==> src/rtl/extbus_pkg.sv <==
package extbus_pkg;

    localparam int XB_ADDR_W    = 16;
    localparam int XB_DATA_W    = 8;
    localparam int XB_HI_W      = XB_ADDR_W - XB_DATA_W;
    localparam int XB_PHASES    = 2;
    localparam int XB_STATES    = 6;
    localparam int XB_SLOT_CLKS = (XB_STATES / 2) * XB_PHASES;
    localparam int XB_LC_W      = $clog2(XB_SLOT_CLKS);

    typedef logic [XB_LC_W-1:0] lc_t;

    // slot-local windows, all derived from the phase count
    localparam lc_t LC_LAST      = lc_t'(XB_SLOT_CLKS - 1);
    localparam lc_t LC_ALE_END   = lc_t'(XB_PHASES - 1);
    localparam lc_t LC_ADDR_END  = lc_t'(XB_PHASES);
    localparam lc_t LC_WDAT_ON   = lc_t'(XB_PHASES + 1);
    localparam lc_t LC_STRB_ON   = lc_t'(2 * XB_PHASES);
    localparam lc_t LC_STRB_OFF  = lc_t'(2 * XB_PHASES - 1);
    localparam lc_t LC_WHOLD_END = lc_t'(2 * XB_PHASES);
    localparam lc_t LC_ZERO      = lc_t'(0);

    typedef enum logic [1:0] {
        SLOT_IDLE  = 2'd0,
        SLOT_FETCH = 2'd1,
        SLOT_DAT1  = 2'd2,
        SLOT_DAT2  = 2'd3
    } slot_e;

    typedef enum logic {
        AM_PTR16 = 1'b0,
        AM_REG8  = 1'b1
    } amode_e;

    typedef struct packed {
        logic                 we;
        amode_e               mode;
        logic [XB_ADDR_W-1:0] addr;
        logic [XB_DATA_W-1:0] wdata;
    } xreq_t;

    typedef struct packed {
        logic                 ale;
        logic                 oe;
        logic [XB_DATA_W-1:0] ad;
        logic [XB_HI_W-1:0]   hi;
        logic                 rd_n;
        logic                 wr_n;
    } pins_t;

    function automatic logic lc_in(lc_t lc, lc_t lo, lc_t hi);
        return (lc >= lo) && (lc <= hi);
    endfunction

endpackage

==> src/rtl/extbus_timebase.sv <==
module extbus_timebase
    import extbus_pkg::*;
(
    input  logic clk,
    input  logic rst,
    output lc_t  lc,
    output logic half_b,
    output logic slot_end
);

    always_ff @(posedge clk) begin
        if (rst) begin
            lc     <= LC_LAST;
            half_b <= 1'b1;
        end else if (lc == LC_LAST) begin
            lc     <= LC_ZERO;
            half_b <= ~half_b;
        end else begin
            lc     <= lc + lc_t'(1);
        end
    end

    assign slot_end = (lc == LC_LAST);

    AST_LC_RANGE: assert property (@(posedge clk) disable iff (rst)
        lc <= LC_LAST);

    AST_LC_WRAP: assert property (@(posedge clk) disable iff (rst)
        (lc == LC_LAST) |=> (lc == LC_ZERO) && (half_b != $past(half_b)));

endmodule

==> src/rtl/extbus_slot_ctrl.sv <==
module extbus_slot_ctrl
    import extbus_pkg::*;
(
    input  logic                 clk,
    input  logic                 rst,
    input  logic                 half_b,
    input  logic                 slot_end,
    input  logic                 dreq,
    input  xreq_t                req_in,
    input  logic [XB_ADDR_W-1:0] code_addr,
    output slot_e                kind,
    output xreq_t                cur
);

    always_ff @(posedge clk) begin
        if (rst) begin
            kind <= SLOT_IDLE;
            cur  <= '0;
        end else if (slot_end) begin
            if (!half_b && dreq) begin
                // mid-cycle: the data access replaces the second fetch
                kind <= SLOT_DAT1;
                cur  <= req_in;
            end else if (half_b && kind == SLOT_DAT1) begin
                // cycle boundary: the access keeps the first fetch slot
                kind <= SLOT_DAT2;
            end else begin
                kind      <= SLOT_FETCH;
                cur.we    <= 1'b0;
                cur.mode  <= AM_PTR16;
                cur.addr  <= code_addr;
            end
        end
    end

    AST_DATA_PAIR: assert property (@(posedge clk) disable iff (rst)
        (kind == SLOT_DAT1 && slot_end) |=> (kind == SLOT_DAT2));

    AST_DATA_MIDCYCLE: assert property (@(posedge clk) disable iff (rst)
        (kind == SLOT_DAT1) |-> half_b);

    AST_DATA_HELD: assert property (@(posedge clk) disable iff (rst)
        (kind == SLOT_DAT2) |-> $stable(cur));

endmodule

==> src/rtl/extbus_pins.sv <==
module extbus_pins
    import extbus_pkg::*;
(
    input  logic               clk,
    input  logic               rst,
    input  slot_e              kind,
    input  lc_t                lc,
    input  xreq_t              cur,
    input  logic [XB_HI_W-1:0] hi_reg,
    output pins_t              pins
);

    logic is_data;
    logic in_strb;

    assign is_data = (kind == SLOT_DAT1) || (kind == SLOT_DAT2);
    assign in_strb = ((kind == SLOT_DAT1) && lc_in(lc, LC_STRB_ON, LC_LAST)) ||
                     ((kind == SLOT_DAT2) && lc_in(lc, LC_ZERO, LC_STRB_OFF));

    always_comb begin
        pins      = '0;
        pins.rd_n = 1'b1;
        pins.wr_n = 1'b1;
        if (is_data && cur.mode == AM_REG8)
            pins.hi = hi_reg;
        else if (kind == SLOT_IDLE)
            pins.hi = hi_reg;
        else
            pins.hi = cur.addr[XB_ADDR_W-1:XB_DATA_W];

        unique case (kind)
            SLOT_FETCH, SLOT_DAT1: begin
                pins.ale = lc_in(lc, LC_ZERO, LC_ALE_END);
                if (lc_in(lc, LC_ZERO, LC_ADDR_END)) begin
                    pins.oe = 1'b1;
                    pins.ad = cur.addr[XB_DATA_W-1:0];
                end else if (kind == SLOT_DAT1 && cur.we &&
                             lc_in(lc, LC_WDAT_ON, LC_LAST)) begin
                    pins.oe = 1'b1;
                    pins.ad = cur.wdata;
                end
            end
            SLOT_DAT2: begin
                if (cur.we && lc_in(lc, LC_ZERO, LC_WHOLD_END)) begin
                    pins.oe = 1'b1;
                    pins.ad = cur.wdata;
                end
            end
            default: ;
        endcase

        if (in_strb) begin
            if (cur.we) pins.wr_n = 1'b0;
            else        pins.rd_n = 1'b0;
        end
    end

    AST_ALE_RISE_WIDTH: assert property (@(posedge clk) disable iff (rst)
        $rose(pins.ale) |=> pins.ale);

    AST_ALE_MAX_WIDTH: assert property (@(posedge clk) disable iff (rst)
        (pins.ale && $past(pins.ale)) |=> !pins.ale);

    AST_ADDR_HELD: assert property (@(posedge clk) disable iff (rst)
        $fell(pins.ale) |-> pins.oe && $stable(pins.ad));

    AST_STROBE_NO_ALE: assert property (@(posedge clk) disable iff (rst)
        (!pins.rd_n || !pins.wr_n) |-> !pins.ale);

    AST_STROBE_EXCL: assert property (@(posedge clk) disable iff (rst)
        pins.rd_n || pins.wr_n);

    AST_WR_DRIVES: assert property (@(posedge clk) disable iff (rst)
        !pins.wr_n |-> pins.oe);

    AST_WR_DATA_STABLE: assert property (@(posedge clk) disable iff (rst)
        (!pins.wr_n && $past(!pins.wr_n)) |-> $stable(pins.ad));

    AST_WR_HOLD: assert property (@(posedge clk) disable iff (rst)
        $rose(pins.wr_n) |-> pins.oe && $stable(pins.ad));

    AST_RD_RELEASED: assert property (@(posedge clk) disable iff (rst)
        !pins.rd_n |-> !pins.oe);

endmodule

==> src/rtl/extbus_capture.sv <==
module extbus_capture
    import extbus_pkg::*;
(
    input  logic                 clk,
    input  logic                 rst,
    input  slot_e                kind,
    input  lc_t                  lc,
    input  logic                 cur_we,
    input  logic                 rd_n,
    input  logic [XB_DATA_W-1:0] ad_in,
    output logic                 code_vld,
    output logic [XB_DATA_W-1:0] code_data,
    output logic                 d_done,
    output logic [XB_DATA_W-1:0] d_rdata
);

    logic take_code;
    logic take_data;

    assign take_code = (kind == SLOT_FETCH) && (lc == LC_LAST);
    assign take_data = (kind == SLOT_DAT2) && (lc == LC_STRB_OFF);

    always_ff @(posedge clk) begin
        if (rst) begin
            code_vld  <= 1'b0;
            code_data <= '0;
            d_done    <= 1'b0;
            d_rdata   <= '0;
        end else begin
            code_vld <= take_code;
            d_done   <= take_data;
            if (take_code)
                code_data <= ad_in;
            if (take_data && !cur_we)
                d_rdata <= ad_in;
        end
    end

    AST_RD_SAMPLE_IN_WINDOW: assert property (@(posedge clk) disable iff (rst)
        (take_data && !cur_we) |-> !rd_n);

    AST_DONE_AFTER_STROBE: assert property (@(posedge clk) disable iff (rst)
        d_done |-> rd_n && !code_vld);

endmodule

==> src/rtl/extbus_seq.sv <==
module extbus_seq
    import extbus_pkg::*;
(
    input  logic        clk,
    input  logic        rst,
    input  logic [15:0] code_addr,
    output logic        code_vld,
    output logic [7:0]  code_data,
    input  logic        dreq,
    input  logic        d_we,
    input  logic        d_mode,
    input  logic [15:0] d_addr,
    input  logic [7:0]  d_wdata,
    output logic        d_done,
    output logic [7:0]  d_rdata,
    input  logic [7:0]  hi_out_reg,
    output logic        addr_strobe,
    output logic [7:0]  ad_out,
    output logic        ad_oe,
    input  logic [7:0]  ad_in,
    output logic [7:0]  a_hi,
    output logic        rd_n,
    output logic        wr_n
);

    lc_t   lc;
    logic  half_b;
    logic  slot_end;
    slot_e kind;
    xreq_t cur;
    xreq_t req_in;
    pins_t pins;

    assign req_in.we    = d_we;
    assign req_in.mode  = amode_e'(d_mode);
    assign req_in.addr  = d_addr;
    assign req_in.wdata = d_wdata;

    extbus_timebase u_tb (
        .clk      (clk),
        .rst      (rst),
        .lc       (lc),
        .half_b   (half_b),
        .slot_end (slot_end)
    );

    extbus_slot_ctrl u_slot (
        .clk       (clk),
        .rst       (rst),
        .half_b    (half_b),
        .slot_end  (slot_end),
        .dreq      (dreq),
        .req_in    (req_in),
        .code_addr (code_addr),
        .kind      (kind),
        .cur       (cur)
    );

    extbus_pins u_pins (
        .clk    (clk),
        .rst    (rst),
        .kind   (kind),
        .lc     (lc),
        .cur    (cur),
        .hi_reg (hi_out_reg),
        .pins   (pins)
    );

    extbus_capture u_cap (
        .clk       (clk),
        .rst       (rst),
        .kind      (kind),
        .lc        (lc),
        .cur_we    (cur.we),
        .rd_n      (pins.rd_n),
        .ad_in     (ad_in),
        .code_vld  (code_vld),
        .code_data (code_data),
        .d_done    (d_done),
        .d_rdata   (d_rdata)
    );

    assign addr_strobe = pins.ale;
    assign ad_out      = pins.ad;
    assign ad_oe       = pins.oe;
    assign a_hi        = pins.hi;
    assign rd_n        = pins.rd_n;
    assign wr_n        = pins.wr_n;

    AST_RESET_QUIET: assert property (@(posedge clk)
        $past(rst) |-> !addr_strobe && !ad_oe && rd_n && wr_n);

endmodule

==> config.mk <==
export PLATFORM = sky130hd
export DESIGN_NAME = extbus_seq
export DESIGN_NICKNAME = d
export VERILOG_FILES = /design/src/rtl/extbus_pkg.sv /design/src/rtl/extbus_timebase.sv /design/src/rtl/extbus_slot_ctrl.sv /design/src/rtl/extbus_pins.sv /design/src/rtl/extbus_capture.sv /design/src/rtl/extbus_seq.sv
export SDC_FILE = /design/constraint.sdc
export NUM_CORES = 1
export LEC_CHECK = 0
export CORE_MARGIN = 4
export CORE_UTILIZATION = 40
export DETAILED_ROUTE_END_ITERATION = 7
export PLACE_DENSITY = 0.74
export SETUP_SLACK_MARGIN = 0.05
export SYNTH_ARGS = -nofsm -noshare
export SYNTH_HDL_FRONTEND = slang
export SYNTH_HIERARCHICAL = 1
export SYNTH_SLANG_ARGS = --single-unit
==> constraint.sdc <==
create_clock -name clk -period 4.4 [get_ports clk]
set_input_delay 0.66 -clock clk [delete_from_list [all_inputs] [get_ports clk]]
set_output_delay 0.66 -clock clk [all_outputs]
set_load 0.02 [all_outputs]
==> flow_summary.json, run 1 <==
{
  "status": "complete, no violations",
  "vdd_drop_max_mv": 0.147,
  "synthArstFlopShare_pct": 0,
  "syn-num-nets": 342,
  "fp.dieH_um": 89.0,
  "finalCritPeriodShare_pct": 82.2,
  "ys_types": 44,
  "max_slew.worst_pin.slew_ns": 1.01,
  "synth_area_mm2": 0.00262,
  "power_leakage_nw": 1.39,
  "drive_gt1_share_pct": 9.07,
  "min_path_type": "flip-flop to flip-flop",
  "stdcell_area_mm2": 0.00367,
  "drt_wl_total_mm": 6.78,
  "critPathLaunchType": "flip-flop",
  "max_freq_mhz": 277,
  "firstDrtPassIters": 4,
  "clkLatencyLatePin_ns": 0.30,
  "syn_inst": 275,
  "cts-resized-gates": 0,
  "portBuffers": 98,
  "cts_tree": "done",
  "synth_flop_cell": "dfxtp_1",
  "critical_path.max_fanout": 17,
  "ys_seq_area_share_pct": 38.1,
  "boundaryPins": 99,
  "ys_warn_count": 6,
  "ant_nets": 0,
  "maxSlewHeadroom_pct": 32.9,
  "fin_tns_setup_ns": 0,
  "via_count": 2319,
  "postPlaceCellArea_mm2": 0.00356,
  "arrival_ns": 2.96,
  "period_needed_ns": 3.62,
  "place.gp.congestion": 0.803,
  "cts.sinks": 50,
  "viasPerCell": 5.26,
  "cts_setup_buffers": 0,
  "drtIter0Drc": 108,
  "setup_viol": 0,
  "die_area_mm2": 0.00792,
  "netlist.top_cell.by_area": "dfxtp_1",
  "yosysMostFrequentCell": "dfxtp_1",
  "clock_path_buffers": 2,
  "synth.avg_cell_area_um2": 9.54,
  "antenna_found_initial": 0,
  "fillers": 572,
  "overflow": 0,
  "grt_max_degree": 59,
  "grt_pass1_wl_mm": 10.7,
  "grt_setup_unrepaired": "false",
  "placement_rows": 29,
  "coreArea_mm2": 0.00635,
  "slew_viol_final": 0,
  "clkTransAtPathRegs_ns": 0.09,
  "grt_usage_pct": 17.1,
  "start_util_pct": 41.3,
  "dpl.hpwl_mm": 4.82,
  "cts.hold.buffers_added": 0,
  "synth_seq_cells": 50,
  "clockRootBuffer": "clkbuf_8",
  "synth-edff-count": 0,
  "endpoint_kind": "output pin",
  "grt_pass1_vias": 2229,
  "area_growth_pct": 40.0,
  "worst-setup-path-type": "flip-flop to output pin",
  "cap_violations": 0,
  "wl_per_cell_um": 15.4,
  "crit_required_ns": 3.74,
  "skew_ns": 0.00280,
  "diodes": 0,
  "p_per_area_mw_per_mm2": 334,
  "dieWidth_um": 89.0,
  "fin_nets": 430,
  "yosysTopAreaCellShare_pct": 38.1,
  "synth.area.top_cells": "dfxtp_1 38%, mux2i_1 12%, nand2b_1 6.2%, a21oi_1 5.7%, mux2_2 3.4%",
  "synthTopCellsByCount": "50 x dfxtp_1, 32 x mux2i_1, 30 x a21oi_1",
  "hold_viol_final": 0,
  "route.detailed.drc": 0,
  "numCtsBuffers": 5,
  "htreeDepth": 2
}
-- critical path, cell delays in order, from the launching register on --
cell and delay, ns:
dfxtp_1 0.48, inv_1 0.13, ha_1 0.35, nor2b_2 0.55, a31oi_1 0.19, a311oi_1 0.29
clkdlybuf4s50_1 0.66
-- layout make-up --
| cell class | count | area, um^2 | share of cell area (%) |
|---|---|---|---|
| repair buffers | 98 | 976 | 26.6 |
| multi-input cells | 203 | 1470 | 40.1 |
| inverters | 5 | 18.8 | 0.511 |
| flip-flops and latches | 50 | 1000 | 27.2 |
| well taps | 77 | 96.3 | 2.62 |
| clock buffers | 5 | 68.8 | 1.87 |
| clock inverters | 3 | 40.0 | 1.09 |
-- per-layer routing --
| metal | vias to the layer above | GRT usage [%] | share of wire [%] |
|---|---|---|---|
| met5 | - | 0 | 0 |
| met1 | 1074 | 22.6 | 44 |
| met2 | 67 | 28.9 | 51 |
| met4 | 0 | 4.19 | 0.83 |
| li1 | 1173 | - | - |
| met3 | 5 | 3.13 | 4.8 |
-- report_power, final --
part / switching, mW / internal, mW / total, mW
clock: 0.150 / 0.167 / 0.317
combinational: 0.180 / 0.183 / 0.363
sequential: 0.0467 / 0.498 / 0.545
-- registers in the layout, summed over array words and instances (netlist names) --
name	flops
u_cap/code_data	8
u_cap/code_vld	1
u_cap/d_done	1
u_cap/d_rdata	8
u_slot/cur	26
u_slot/kind	2
u_tb/half_b	1
u_tb/lc	3
-- worst paths after layout --
check / start / slack (ns) / cells past startpoint / end
hold / removal: u_slot/cur[3] / 0.47 / 2 / u_slot/cur[3]
setup / recovery: u_slot/kind[0] / 0.78 / 6 / ad_out[7]
setup reg to reg: u_tb/lc[0] / 1.84 / 5 / u_slot/cur[15]
hold reg to reg: u_slot/cur[3] / 0.47 / 2 / u_slot/cur[3]
-- cell usage in the layout (no fill, tap or decap), drive strengths merged, types with 3 or more instances in the layout --
master	n
mux2i	32
a211oi	16
a31oi	8
mux2	8
ha	6
dfxtp	50
clkbuf	5
a311oi	8
nand2b	26
clkdlybuf4s50	97
nor2b	3
a21oi	31
nand2	22
inv	5
nand3	11
nor2	5
-- per-stage QoR --
step | worst slack (ns) | utilization [%] | power [mW] | hold slack, ns | std cells
final | 0.784 | 57.9 | 1.23 | 0.468 | 441
after global routing | 0.567 | 57.9 | 1.30 | 0.491 | 441
after CTS | 0.795 | 57.9 | 1.24 | 0.466 | 441
after detailed placement | 1.18 | 56.1 | 0.918 | 0.454 | 433
after global placement | 1.24 | 56.1 | 0.910 | 0.449 | 433
after floorplan | 1.79 | - | 0.789 | 0.436 | 275
-- kinds of logic after synthesis --
logic type	share of synthesized area (%)
simple gates	18.1
compound gates	19.5
flops	38.1
mux	15.6
buf+inv	5.72
fa+ha+maj	2.86
No activity file was read; power rests on OpenSTA's default activity.
==> run 2: changes to the inputs <==
--- a/config.mk
+++ b/config.mk
@@ -8,7 +8,7 @@
 export CORE_MARGIN = 4
 export CORE_UTILIZATION = 40
 export DETAILED_ROUTE_END_ITERATION = 7
-export PLACE_DENSITY = 0.74
+export PLACE_DENSITY = 0.77
 export SETUP_SLACK_MARGIN = 0.05
 export SYNTH_ARGS = -nofsm -noshare
 export SYNTH_HDL_FRONTEND = slang
==> constraint.sdc (replaced) <==
create_clock -name clk -period 3.1 [get_ports clk]
set_input_delay 0.465 -clock clk [delete_from_list [all_inputs] [get_ports clk]]
set_output_delay 0.465 -clock clk [all_outputs]
set_load 0.02 [all_outputs]
==> run 2 against run 1 <==
  * Utilization up 0.93 points
  * Clock power increased by 46%
  * Combinational power rose by 47%
  * Critical path type unchanged
  * Critical endpoint is now a_hi[3]
  * Highest routed layer unchanged
==> flow_summary.json, run 2 (synthesis results as in run 1) <==
{
  "mostFrequentLayoutCell": "clkdlybuf4s50_1",
  "antenna_found_initial": 0,
  "overflow": 0,
  "coreArea_mm2": 0.00635,
  "fp.dieH_um": 89.0,
  "layout_setup_ws_ns": 0.205,
  "comb_power_share_pct": 30.0,
  "p_sw_mw": 0.548,
  "vdd_drop_max_mv": 0.271,
  "holdWs_ns": 0.462,
  "diodes": 0,
  "clkLatencyLatePin_ns": 0.30,
  "via_count": 2427,
  "area_growth_pct": 42.3,
  "hp-start": "u_slot/cur[7]",
  "maxSlewHeadroom_pct": 36.2,
  "cts.hold.buffers_added": 0,
  "worst-setup-path-type": "flip-flop to output pin",
  "pre_cts_ws_ns": 0.259,
  "grt_setup_unrepaired": "false",
  "postPlaceCellArea_mm2": 0.00359,
  "dpl.hpwl_mm": 4.90,
  "endpoint_kind": "output pin",
  "p_sw_share_pct": 30.9,
  "max_freq_mhz": 345,
  "cts.sinks": 50,
  "status": "complete, no violations",
  "hold_viol_final": 0,
  "largest_reg_flops": 26,
  "die_area_mm2": 0.00792,
  "clock_path_buffers": 2,
  "stdcell_area_mm2": 0.00373,
  "wl_per_cell_um": 15.6,
  "viasPerCell": 5.45,
  "final_cells": 445,
  "finalCritPeriodShare_pct": 93.4,
  "dp_cells": 436,
  "clockRootBuffer": "clkbuf_8",
  "cts_tree": "done",
  "p_int_mw": 1.23,
  "boundaryPins": 99,
  "portBuffers": 98,
  "start_util_pct": 41.3,
  "final_cell_mix": "89 x clkdlybuf4s50_1, 48 x dfxtp_1, 32 x mux2i_1",
  "top_regs": "u_slot/cur: 26 flops, u_cap/code_data: 8 flops, u_cap/d_rdata: 8 flops",
  "power_leakage_nw": 1.51,
  "place.gp.congestion": 0.808,
  "grt_max_degree": 59,
  "crit_path_start": "u_slot/kind[0]",
  "dieWidth_um": 89.0,
  "p_seq_share_pct": 43.9,
  "cap_violations": 0,
  "reg2reg_from": "u_tb/lc[0]",
  "grt_pass1_vias": 2405,
  "skew_ns": 0.00816,
  "min_path_type": "flip-flop to flip-flop",
  "clkPwrFrac_pct": 26.1,
  "grt_usage_pct": 17.7,
  "htreeDepth": 2,
  "arrival_ns": 2.43,
  "fin_tns_setup_ns": 0,
  "largest-register": "u_slot/cur",
  "firstDrtPassIters": 4,
  "route.detailed.drc": 0,
  "drive_gt1_share_pct": 10.6,
  "ant_nets": 0,
  "drt_wl_total_mm": 6.92,
  "numCtsBuffers": 5,
  "placement_rows": 29,
  "slew_viol_final": 0,
  "critical_path.max_fanout": 10,
  "period_needed_ns": 2.89,
  "setup_viol": 0,
  "fin_nets": 434,
  "max_slew.worst_pin.slew_ns": 0.957,
  "crit_required_ns": 2.63,
  "p_per_area_mw_per_mm2": 475,
  "reg2reg_slack_ns": 0.85,
  "clkTransAtPathRegs_ns": 0.09,
  "grt_pass1_wl_mm": 11.2,
  "critPathLaunchType": "flip-flop",
  "drtIter0Drc": 141
}
==> run 2: repair_timing <==
| action | in CTS | in global routing |
|---|---|---|
| hold endpoints to repair | 0 | 0 |
| pin swaps | 0 | 1 |
| setup buffers | 0 | 1 |
| gates cloned | 0 | 0 |
| setup endpoints to repair | 16 | 6 |
| gates resized for setup | 7 | 4 |
==> run 2: per-stage QoR <==
stage / total power [mW] / utilization [%]
floorplan: 1.12 / -
detailed placement: 1.31 / 56.5
global placement: 1.30 / 56.5
global route: 1.88 / 58.8
finish: 1.77 / 58.8
CTS: 1.78 / 58.3
==> run 2: cell type report <==
class	instances	area, um^2
fill	558	2620
clock buffer	5	68.8
clock inverter	3	43.8
inverter	5	18.8
sequential	50	1000
multi-input combinational	203	1480
timing repair buffer	102	1020
tap	77	96.3
==> run 2: final timing paths <==
kind,end,depth (start not counted)
max,a_hi[3],7
min,u_slot/cur[7],2
max reg2reg,u_slot/cur[24],5
min reg2reg,u_slot/cur[7],2
==> run 2: per-layer routing <==
| metal | wire [um] | vias up | GRT usage (%) |
|---|---|---|---|
| li1 | - | 1190 | - |
| met1 | 2820 | 1146 | 22.2 |
| met2 | 3520 | 85 | 30.4 |
| met3 | 481 | 6 | 3.87 |
| met4 | 92 | 0 | 5.82 |
| met5 | 0 | - | 0 |
==> run 2: worst max-delay path, cell delays in order, from the launching register on <==
cell             delay [ns]
dfxtp_2                0.42
inv_1                  0.11
ha_1                   0.24
o21a_1                 0.22
nor2_4                 0.13
buf_12                 0.13
mux2_2                 0.32
clkdlybuf4s50_1        0.55
==> run 2: power by group through the flow <==
stage / combinational, mW / sequential, mW / clock (mW)
6_report: 0.533 / 0.778 / 0.464
3_5_place_dp: 0.519 / 0.791 / 0
5_1_grt: 0.583 / 0.791 / 0.507
4_1_cts: 0.524 / 0.778 / 0.482
2_1_floorplan: 0.340 / 0.780 / 0
3_3_place_gp: 0.511 / 0.788 / 0
==> run 3: changes to the inputs <==
--- a/config.mk
+++ b/config.mk
@@ -8,6 +8,7 @@
 export CORE_MARGIN = 4
 export CORE_UTILIZATION = 40
 export DETAILED_ROUTE_END_ITERATION = 7
+export HOLD_SLACK_MARGIN = 0.05
 export PLACE_DENSITY = 0.77
 export SETUP_SLACK_MARGIN = 0.05
 export SYNTH_ARGS = -nofsm -noshare
==> results of run 3 <==
Final layout, timing and power as in run 2 (identical DEF).
